**src/rtl/thermon_pkg.sv**
```systemverilog
package thermon_pkg;
  localparam int DATA_W = 8;
  localparam int ADDR_W = 8;

  localparam logic [ADDR_W-1:0] A_CFG     = 8'h40;
  localparam logic [ADDR_W-1:0] A_STAT    = 8'h41;
  localparam logic [ADDR_W-1:0] A_MASK    = 8'h43;
  localparam logic [ADDR_W-1:0] A_MIRR    = 8'h4C;
  localparam logic [ADDR_W-1:0] A_AMB_PRG = 8'h13;
  localparam logic [ADDR_W-1:0] A_RMT_PRG = 8'h14;
  localparam logic [ADDR_W-1:0] A_AMB_DEF = 8'h17;
  localparam logic [ADDR_W-1:0] A_RMT_DEF = 8'h18;

  localparam int NUM_TRIP = 4;
  // slot order: ambient prog, remote prog, ambient default, remote default
  localparam logic [ADDR_W-1:0] TRIP_ADDR [NUM_TRIP] =
    '{A_AMB_PRG, A_RMT_PRG, A_AMB_DEF, A_RMT_DEF};

  localparam int B_RUN  = 0;
  localparam int B_IEN  = 1;
  localparam int B_QUIET = 2;
  localparam int B_LOCK = 3;
  localparam int B_SRST = 4;
  localparam int B_FAN  = 5;
  localparam int B_GINV = 6;

  typedef struct packed {
    logic ginv;
    logic fan;
    logic lock;
    logic quiet;
    logic ien;
    logic run;
  } cfg_t;

  localparam cfg_t CFG_PON = '{ginv: 1'b0, fan: 1'b1, lock: 1'b0,
                               quiet: 1'b1, ien: 1'b0, run: 1'b1};

  function automatic logic [DATA_W-1:0] cfg_to_byte(input cfg_t c);
    logic [DATA_W-1:0] b;
    b = '0;
    b[B_RUN]   = c.run;
    b[B_IEN]   = c.ien;
    b[B_QUIET] = c.quiet;
    b[B_LOCK]  = c.lock;
    b[B_FAN]   = c.fan;
    b[B_GINV]  = c.ginv;
    return b;
  endfunction
endpackage

```
**src/rtl/thermon_cfg.sv**
```systemverilog
module thermon_cfg
  import thermon_pkg::*;
(
  input  logic              clk,
  input  logic              rst,
  input  logic              wr_en,
  input  logic [DATA_W-1:0] wdata,
  input  logic              therm,
  output cfg_t              cfg_q,
  output logic              soft_rst
);
  logic unused_wbits;
  assign unused_wbits = wdata[DATA_W-1];

  assign soft_rst = wr_en && wdata[B_SRST];

  always_ff @(posedge clk) begin
    if (rst) begin
      cfg_q <= CFG_PON;
    end else if (soft_rst) begin
      cfg_q <= '{ginv: CFG_PON.ginv, fan: CFG_PON.fan, lock: cfg_q.lock,
                 quiet: CFG_PON.quiet, ien: CFG_PON.ien, run: CFG_PON.run};
    end else if (wr_en) begin
      cfg_q.run   <= wdata[B_RUN];
      cfg_q.ien   <= wdata[B_IEN];
      cfg_q.quiet <= wdata[B_QUIET];
      cfg_q.lock  <= cfg_q.lock | wdata[B_LOCK];
      cfg_q.fan   <= wdata[B_FAN] | therm;
      cfg_q.ginv  <= wdata[B_GINV];
    end else if (therm) begin
      cfg_q.fan <= 1'b1;
    end
  end


  lock_sticky_chk: assert property (@(posedge clk) disable iff (rst)
    cfg_q.lock |=> cfg_q.lock);


  therm_fan_chk: assert property (@(posedge clk) disable iff (rst)
    therm |=> cfg_q.fan);


  srst_restore_chk: assert property (@(posedge clk) disable iff (rst)
    soft_rst |=> (cfg_q.run && cfg_q.quiet && !cfg_q.ien && cfg_q.fan &&
                  !cfg_q.ginv && (cfg_q.lock == $past(cfg_q.lock))));
endmodule

```
**src/rtl/thermon_irq.sv**
```systemverilog
module thermon_irq
  import thermon_pkg::*;
#(
  parameter int NUM_EVT = 7
) (
  input  logic              clk,
  input  logic              rst,
  input  logic              soft_rst,
  input  logic              mask_wr,
  input  logic [DATA_W-1:0] wdata,
  input  logic              rd_clr,
  input  logic [NUM_EVT-1:0] evt,
  input  logic              gpi_lvl,
  input  logic              ien,
  input  logic              quiet,
  output logic [NUM_EVT:0]  status_q,
  output logic [NUM_EVT:0]  mask_q,
  output logic              int_n_q
);
  localparam int STAT_W = NUM_EVT + 1;

  logic [STAT_W-1:0] set_vec;
  logic [STAT_W-1:0] kept;
  logic              pending;

  assign set_vec = {gpi_lvl, evt};
  assign kept    = rd_clr ? '0 : status_q;
  assign pending = |(status_q & ~mask_q);

  always_ff @(posedge clk) begin
    if (rst || soft_rst) begin
      status_q <= '0;
      mask_q   <= '0;
    end else begin
      status_q <= kept | set_vec;
      if (mask_wr) mask_q <= wdata[STAT_W-1:0];
    end
  end

  always_ff @(posedge clk) begin
    if (rst) int_n_q <= 1'b1;
    else     int_n_q <= !(ien && !quiet && pending);
  end


  quiet_pin_chk: assert property (@(posedge clk) disable iff (rst)
    quiet |=> int_n_q);


  mask_block_chk: assert property (@(posedge clk) disable iff (rst)
    ((status_q & ~mask_q) == '0) |=> int_n_q);


  evt_latch_chk: assert property (@(posedge clk) disable iff (rst)
    ((|evt) && !soft_rst) |=>
      ((status_q[NUM_EVT-1:0] & $past(evt)) == $past(evt)));
endmodule

```
**src/rtl/thermon_trip.sv**
```systemverilog
module thermon_trip
  import thermon_pkg::*;
#(
  parameter logic [DATA_W-1:0] PRG_INIT     = 8'h00,
  parameter logic [DATA_W-1:0] AMB_DEF_INIT = 8'h3C,
  parameter logic [DATA_W-1:0] RMT_DEF_INIT = 8'h50
) (
  input  logic              clk,
  input  logic              rst,
  input  logic              wr_en,
  input  logic [ADDR_W-1:0] addr,
  input  logic [DATA_W-1:0] wdata,
  input  logic              lock,
  output logic [DATA_W-1:0] trip_q [NUM_TRIP],
  output logic [DATA_W-1:0] amb_o,
  output logic [DATA_W-1:0] rmt_o
);
  localparam logic [DATA_W-1:0] INIT [NUM_TRIP] =
    '{PRG_INIT, PRG_INIT, AMB_DEF_INIT, RMT_DEF_INIT};

  for (genvar g = 0; g < NUM_TRIP; g++) begin : g_slot
    // slots 0 and 1 are the programmable pair, frozen by the lock
    localparam bit IS_PRG = (g < 2);
    logic hit;
    assign hit = wr_en && (addr == TRIP_ADDR[g]) && !(IS_PRG && lock);
    always_ff @(posedge clk) begin
      if (rst)      trip_q[g] <= INIT[g];
      else if (hit) trip_q[g] <= wdata;
    end
  end

  always_ff @(posedge clk) begin
    if (rst) begin
      amb_o <= AMB_DEF_INIT;
      rmt_o <= RMT_DEF_INIT;
    end else begin
      amb_o <= lock ? trip_q[0] : trip_q[2];
      rmt_o <= lock ? trip_q[1] : trip_q[3];
    end
  end


  prog_frozen_chk: assert property (@(posedge clk) disable iff (rst)
    lock |=> $stable({trip_q[1], trip_q[0]}));
endmodule

```
**src/rtl/thermon_regbank.sv**
```systemverilog
module thermon_regbank
  import thermon_pkg::*;
#(
  parameter int                NUM_EVT      = 7,
  parameter logic [DATA_W-1:0] PRG_INIT     = 8'h00,
  parameter logic [DATA_W-1:0] AMB_DEF_INIT = 8'h3C,
  parameter logic [DATA_W-1:0] RMT_DEF_INIT = 8'h50
) (
  input  logic              clk,
  input  logic              aux_rst,
  input  logic [ADDR_W-1:0] host_addr,
  input  logic [DATA_W-1:0] host_wdata,
  input  logic              host_wr,
  input  logic              host_rd,
  output logic [DATA_W-1:0] host_rdata,
  input  logic              therm_in,
  input  logic              gpi_in,
  input  logic [NUM_EVT-1:0] evt_pulse,
  output logic              run_o,
  output logic              int_n_o,
  output logic              fan_stop_n_o,
  output logic              gpi_lvl_o,
  output logic [DATA_W-1:0] amb_trip_o,
  output logic [DATA_W-1:0] rmt_trip_o
);
  localparam int STAT_W = NUM_EVT + 1;

  cfg_t              cfg_q;
  logic              soft_rst;
  logic [STAT_W-1:0] status_q;
  logic [STAT_W-1:0] mask_q;
  logic [DATA_W-1:0] trip_q [NUM_TRIP];
  logic [DATA_W-1:0] rd_mux;
  logic              cfg_wr, mask_wr, stat_clr;

  assign cfg_wr   = host_wr && (host_addr == A_CFG);
  assign mask_wr  = host_wr && (host_addr == A_MASK);
  assign stat_clr = host_rd && (host_addr == A_STAT);

  thermon_cfg u_cfg (
    .clk(clk), .rst(aux_rst), .wr_en(cfg_wr), .wdata(host_wdata),
    .therm(therm_in), .cfg_q(cfg_q), .soft_rst(soft_rst)
  );

  thermon_irq #(.NUM_EVT(NUM_EVT)) u_irq (
    .clk(clk), .rst(aux_rst), .soft_rst(soft_rst), .mask_wr(mask_wr),
    .wdata(host_wdata), .rd_clr(stat_clr), .evt(evt_pulse),
    .gpi_lvl(gpi_lvl_o), .ien(cfg_q.ien), .quiet(cfg_q.quiet),
    .status_q(status_q), .mask_q(mask_q), .int_n_q(int_n_o)
  );

  thermon_trip #(
    .PRG_INIT(PRG_INIT), .AMB_DEF_INIT(AMB_DEF_INIT), .RMT_DEF_INIT(RMT_DEF_INIT)
  ) u_trip (
    .clk(clk), .rst(aux_rst), .wr_en(host_wr), .addr(host_addr),
    .wdata(host_wdata), .lock(cfg_q.lock), .trip_q(trip_q),
    .amb_o(amb_trip_o), .rmt_o(rmt_trip_o)
  );

  always_comb begin
    rd_mux = '0;
    unique case (host_addr)
      A_CFG:            rd_mux = cfg_to_byte(cfg_q);
      A_STAT, A_MIRR:   rd_mux[STAT_W-1:0] = status_q;
      A_MASK:           rd_mux[STAT_W-1:0] = mask_q;
      A_AMB_PRG:        rd_mux = trip_q[0];
      A_RMT_PRG:        rd_mux = trip_q[1];
      A_AMB_DEF:        rd_mux = trip_q[2];
      A_RMT_DEF:        rd_mux = trip_q[3];
      default:          rd_mux = '0;
    endcase
  end

  always_ff @(posedge clk) begin
    if (aux_rst) begin
      host_rdata   <= '0;
      run_o        <= CFG_PON.run;
      fan_stop_n_o <= CFG_PON.fan;
      gpi_lvl_o    <= 1'b0;
    end else begin
      if (host_rd) host_rdata <= rd_mux;
      run_o        <= cfg_q.run;
      fan_stop_n_o <= cfg_q.fan;
      gpi_lvl_o    <= gpi_in ^ cfg_q.ginv;
    end
  end


  cfg_msb_chk: assert property (@(posedge clk) disable iff (aux_rst)
    (host_rd && host_addr == A_CFG) |=> !host_rdata[DATA_W-1]);


  mirror_keep_chk: assert property (@(posedge clk) disable iff (aux_rst)
    (host_rd && host_addr == A_MIRR && !soft_rst) |=>
      ((status_q & $past(status_q)) == $past(status_q)));
endmodule

```
**config.mk**
```make
export PLATFORM = sky130hd
export DESIGN_NAME = thermon_regbank
export DESIGN_NICKNAME = d
export VERILOG_FILES = /design/src/rtl/thermon_pkg.sv /design/src/rtl/thermon_cfg.sv /design/src/rtl/thermon_irq.sv /design/src/rtl/thermon_trip.sv /design/src/rtl/thermon_regbank.sv
export SDC_FILE = /design/constraint.sdc
export NUM_CORES = 1
export LEC_CHECK = 0
export CORE_MARGIN = 5
export CORE_UTILIZATION = 31
export DETAILED_ROUTE_END_ITERATION = 10
export DONT_BUFFER_PORTS = 1
export GPL_ROUTABILITY_DRIVEN = 0
export HOLD_SLACK_MARGIN = 0.05
export PLACE_DENSITY = 0.42
export SYNTH_ARGS = -nofsm -noshare
export SYNTH_HDL_FRONTEND = slang
export SYNTH_SLANG_ARGS = --single-unit
```
**constraint.sdc**
```tcl
create_clock -name clk -period 5.2 [get_ports clk]
set_clock_uncertainty 0.15 [all_clocks]
set_input_delay 0.78 -clock clk [delete_from_list [all_inputs] [get_ports clk]]
set_output_delay 0.78 -clock clk [all_outputs]
set_load 0.05 [all_outputs]
```
==> results_tabular.tex <==
\begin{tabular}{lr}
\hline
Metric & Value \\
\hline
\multicolumn{2}{l}{\textbf{Detailed routing}} \\
Drt first pass iters & 4 \\
Aggregate routed wire length & 10600 um \\
Via count & 2706 \\
DRC viols & 0 \\
Drt first-iter violations & 187 \\
Vias per cell & 5.32 \\
Antenna-violating nets left & 0 \\
Average wire length per cell after detail routing & 20.8 um \\
\multicolumn{2}{l}{\textbf{Clocking}} \\
Sink Count & 82 \\
Clock-pin slew on the worst setup and hold paths & 0.06 ns \\
H-Tree Depth & 3 \\
Post\_cts resized & 0 \\
Number of buffers inserted by post-CTS setup repair & 0 \\
CTS tree & built \\
Clock network latency to the later pin of the worst-skew pair & 0.33 ns \\
\# hold bufs at CTS & 0 \\
Clock Tree Root & clkbuf\_16 \\
Clock Tree Buf Depth & 2 \\
Number of buffers created by CTS & 9 \\
\multicolumn{2}{l}{\textbf{Flow run}} \\
Max-capacitance violation count & 0 \\
\multicolumn{2}{l}{\textbf{Power}} \\
Sequential share of power & 49.0\% \\
Share of total power in combinational logic & 3.3\% \\
Overall Power & 1320 uW \\
Sw power & 293 uW \\
Peak ir drop on the vdd network & 0.233 mV \\
PD cells & 330 nW/um\^{}2 \\
Switching Share & 22.3\% \\
Internal Dissipation & 1020 uW \\
Reported leakage power & 0.00153 uW \\
Power share of the clock group & 47.7\% \\
\multicolumn{2}{l}{\textbf{Cells and area}} \\
Top library cells by usage in the layout, fill and taps aside & dfxtp\_1 (82), nor2\_1 (53), mux2i\_1 (51) \\
Post-layout util & 34.8\% \\
Area growth syn-to-layout & 9.48\% \\
Most frequent standard cell in the layout excluding fill and tap cells & dfxtp\_1 \\
Fraction of final layout cells with drive strength greater than 1 & 9.56\% \\
Total inserted antenna cells & 0 \\
\# nets final & 390 \\
\multicolumn{2}{l}{\textbf{Die}} \\
Width of the die & 118 um \\
I/O pin count & 57 \\
Chip Height & 118 um \\
Die Footprint & 14000 um\^{}2 \\
Core Rows & 39 \\
Core area & 11500 um\^{}2 \\
Starting density of the core & 31.8\% \\
\multicolumn{2}{l}{\textbf{STA}} \\
Total count of max-transition violations in the final report & 0 \\
Final hold violation count & 0 \\
Tcrit/Tclk final & 45.4\% \\
Setup WS post-layout & 2.84 ns \\
Total negative slack & 0 ns \\
Max-slew headroom & 48.2\% \\
Min Tclk post-route & 2.36 ns \\
Maximum achievable frequency & 424 MHz \\
Setup repair after global routing missed its margin & no \\
Slew of the pin with the lowest slew margin & 0.775 ns \\
Final Setup Violations & 0 \\
\multicolumn{2}{l}{\textbf{Synth}} \\
Flops \& latches, synth & 82 \\
Seq/Total Area, Yosys & 45.1\% \\
Distinct cell type count after synthesis & 58 \\
Async S/R FF share, synth & 0\% \\
Syn. warnings & 0 \\
Main synth FF type & dfxtp\_1 \\
Syn Nets & 399 \\
Post-Syn Instances & 370 \\
Synthesized cell area & 3640 um\^{}2 \\
Synth Area per Inst & 9.85 um\^{}2 \\
Number of synthesized flops with an enable pin & 0 \\
\multicolumn{2}{l}{\textbf{Worst setup path}} \\
Delay-heaviest family, CP & simple AND/OR/NAND/NOR gates \\
Largest driver fanout on the critical path & 13 \\
Largest incremental delay on the critical path & 0.67 ns \\
WS Path Type & input pin to flip-flop \\
Buffers \& Inverters on Critical Path & 0 \\
Standard cell with the maximum stage delay on the critical path & nand4\_1 \\
Crit-path cells & nor2b\_1 > nand4\_1 > mux2i\_1 > nor2\_1 \\
Endpoint kind of the worst setup timing path & flip-flop \\
Endpoint required time on the critical path & 5.27 ns \\
Crit path launch type & input pin \\
Arr. time, crit path & 2.43 ns \\
\multicolumn{2}{l}{\textbf{Global routing}} \\
Total gr overflow & 0 \\
Pin count of the biggest net entering global routing & 47 \\
Initial antenna violation count & 0 \\
Global routing usage summed across all routing layers & 15.3\% \\
Wire length of the first global-routing pass & 16800 um \\
Via count of the first global-routing pass & 2700 \\
\multicolumn{2}{l}{\textbf{Place}} \\
Total half-perimeter wirelength after legalization and detailed placement & 7580 um \\
Buffers on Ports & 0 \\
Place WS & 2.52 ns \\
\multicolumn{2}{l}{\textbf{Hold path}} \\
Worst min-delay path class & flip-flop to flip-flop \\
\multicolumn{2}{l}{\textbf{Status}} \\
Run status & finished, final reports clean \\
\hline
\end{tabular}
layer usage:
| metal | GRT usage, % | part of all wire (%) |
|---|---|---|
| met5 | 0 | 0 |
| met4 | 3.40 | 0.53 |
| met3 | 4.01 | 4.1 |
| met2 | 23.5 | 46 |
| met1 | 21.6 | 49 |
stage by stage:
step	hold WS [ns]	instance area, um^2	std cells
floorplan	0.231	3640	370
global placement	0.268	3700	493
detailed placement	0.264	3700	493
CTS	0.285	3990	509
global route	0.303	3990	509
finish	0.282	3990	509
path summary, 6_finish.rpt:
path,slack (ns),depth (start not counted),startpoint,to
setup / recovery,2.84,4,host_addr[2],u_trip.trip_q[22]
hold / removal,0.28,1,u_cfg.cfg_q[1],u_irq.int_n_q
setup reg to reg,3.40,4,u_cfg.cfg_q[3],u_trip.trip_q[25]
hold reg to reg,0.28,1,u_cfg.cfg_q[1],u_irq.int_n_q
cell families after synthesis:
logic type | share of synthesized area [%]
AND/OR/NAND/NOR | 19.1
AO/OA/AOI/OAI | 16.2
multiplexers | 14.3
buffers and inverters | 4.77
flip-flops | 45.1
XOR/XNOR | 0.481
sequential cells by signal (all words and copies together), names as in the netlist:
| signal | flops |
|---|---|
| u_trip.trip_q | 32 |
| host_rdata | 8 |
| u_irq.mask_q | 8 |
| u_irq.status_q | 8 |
| u_trip.amb_o | 8 |
| u_trip.rmt_o | 8 |
| u_cfg.cfg_q | 6 |
| fan_stop_n_o | 1 |
| gpi_lvl_o | 1 |
| run_o | 1 |
| u_irq.int_n_q | 1 |
synth_stat cells, drive strengths merged, types with 5 or more instances:
| master | instances | area, um^2 |
|---|---|---|
| nand3 | 7 | 35.0 |
| a211o | 5 | 43.8 |
| nor2 | 54 | 205 |
| mux2i | 51 | 510 |
| o32a | 5 | 50.1 |
| a22o | 7 | 61.3 |
| o21bai | 5 | 37.5 |
| nand2 | 20 | 75.1 |
| and3 | 7 | 45.1 |
| nand4 | 6 | 43.8 |
| buf | 12 | 88.8 |
| a22oi | 13 | 97.6 |
| dfxtp | 82 | 1640 |
| nor2b | 5 | 31.3 |
| and2 | 8 | 51.3 |
| inv | 10 | 37.5 |
| a21oi | 14 | 70.1 |
| clkbuf | 10 | 47.5 |
final cells by class:
class | instances | area [um^2]
sequential | 82 | 1640
tap | 143 | 179
clock inverter | 5 | 55.1
inverter | 10 | 37.5
clock buffer | 11 | 233
multi-input combinational | 256 | 1830
fill | 1163 | 7480
timing repair buffer | 2 | 15.0
power groups by stage:
stage	clock (uW)	combinational, uW	sequential (uW)
2_1_floorplan	0	47.4	656
3_3_place_gp	0	43.9	659
3_5_place_dp	0	43.5	659
4_1_cts	648	43.6	645
5_1_grt	674	48.2	646
6_report	628	43.1	645
Power figures use the tool's default switching activity.
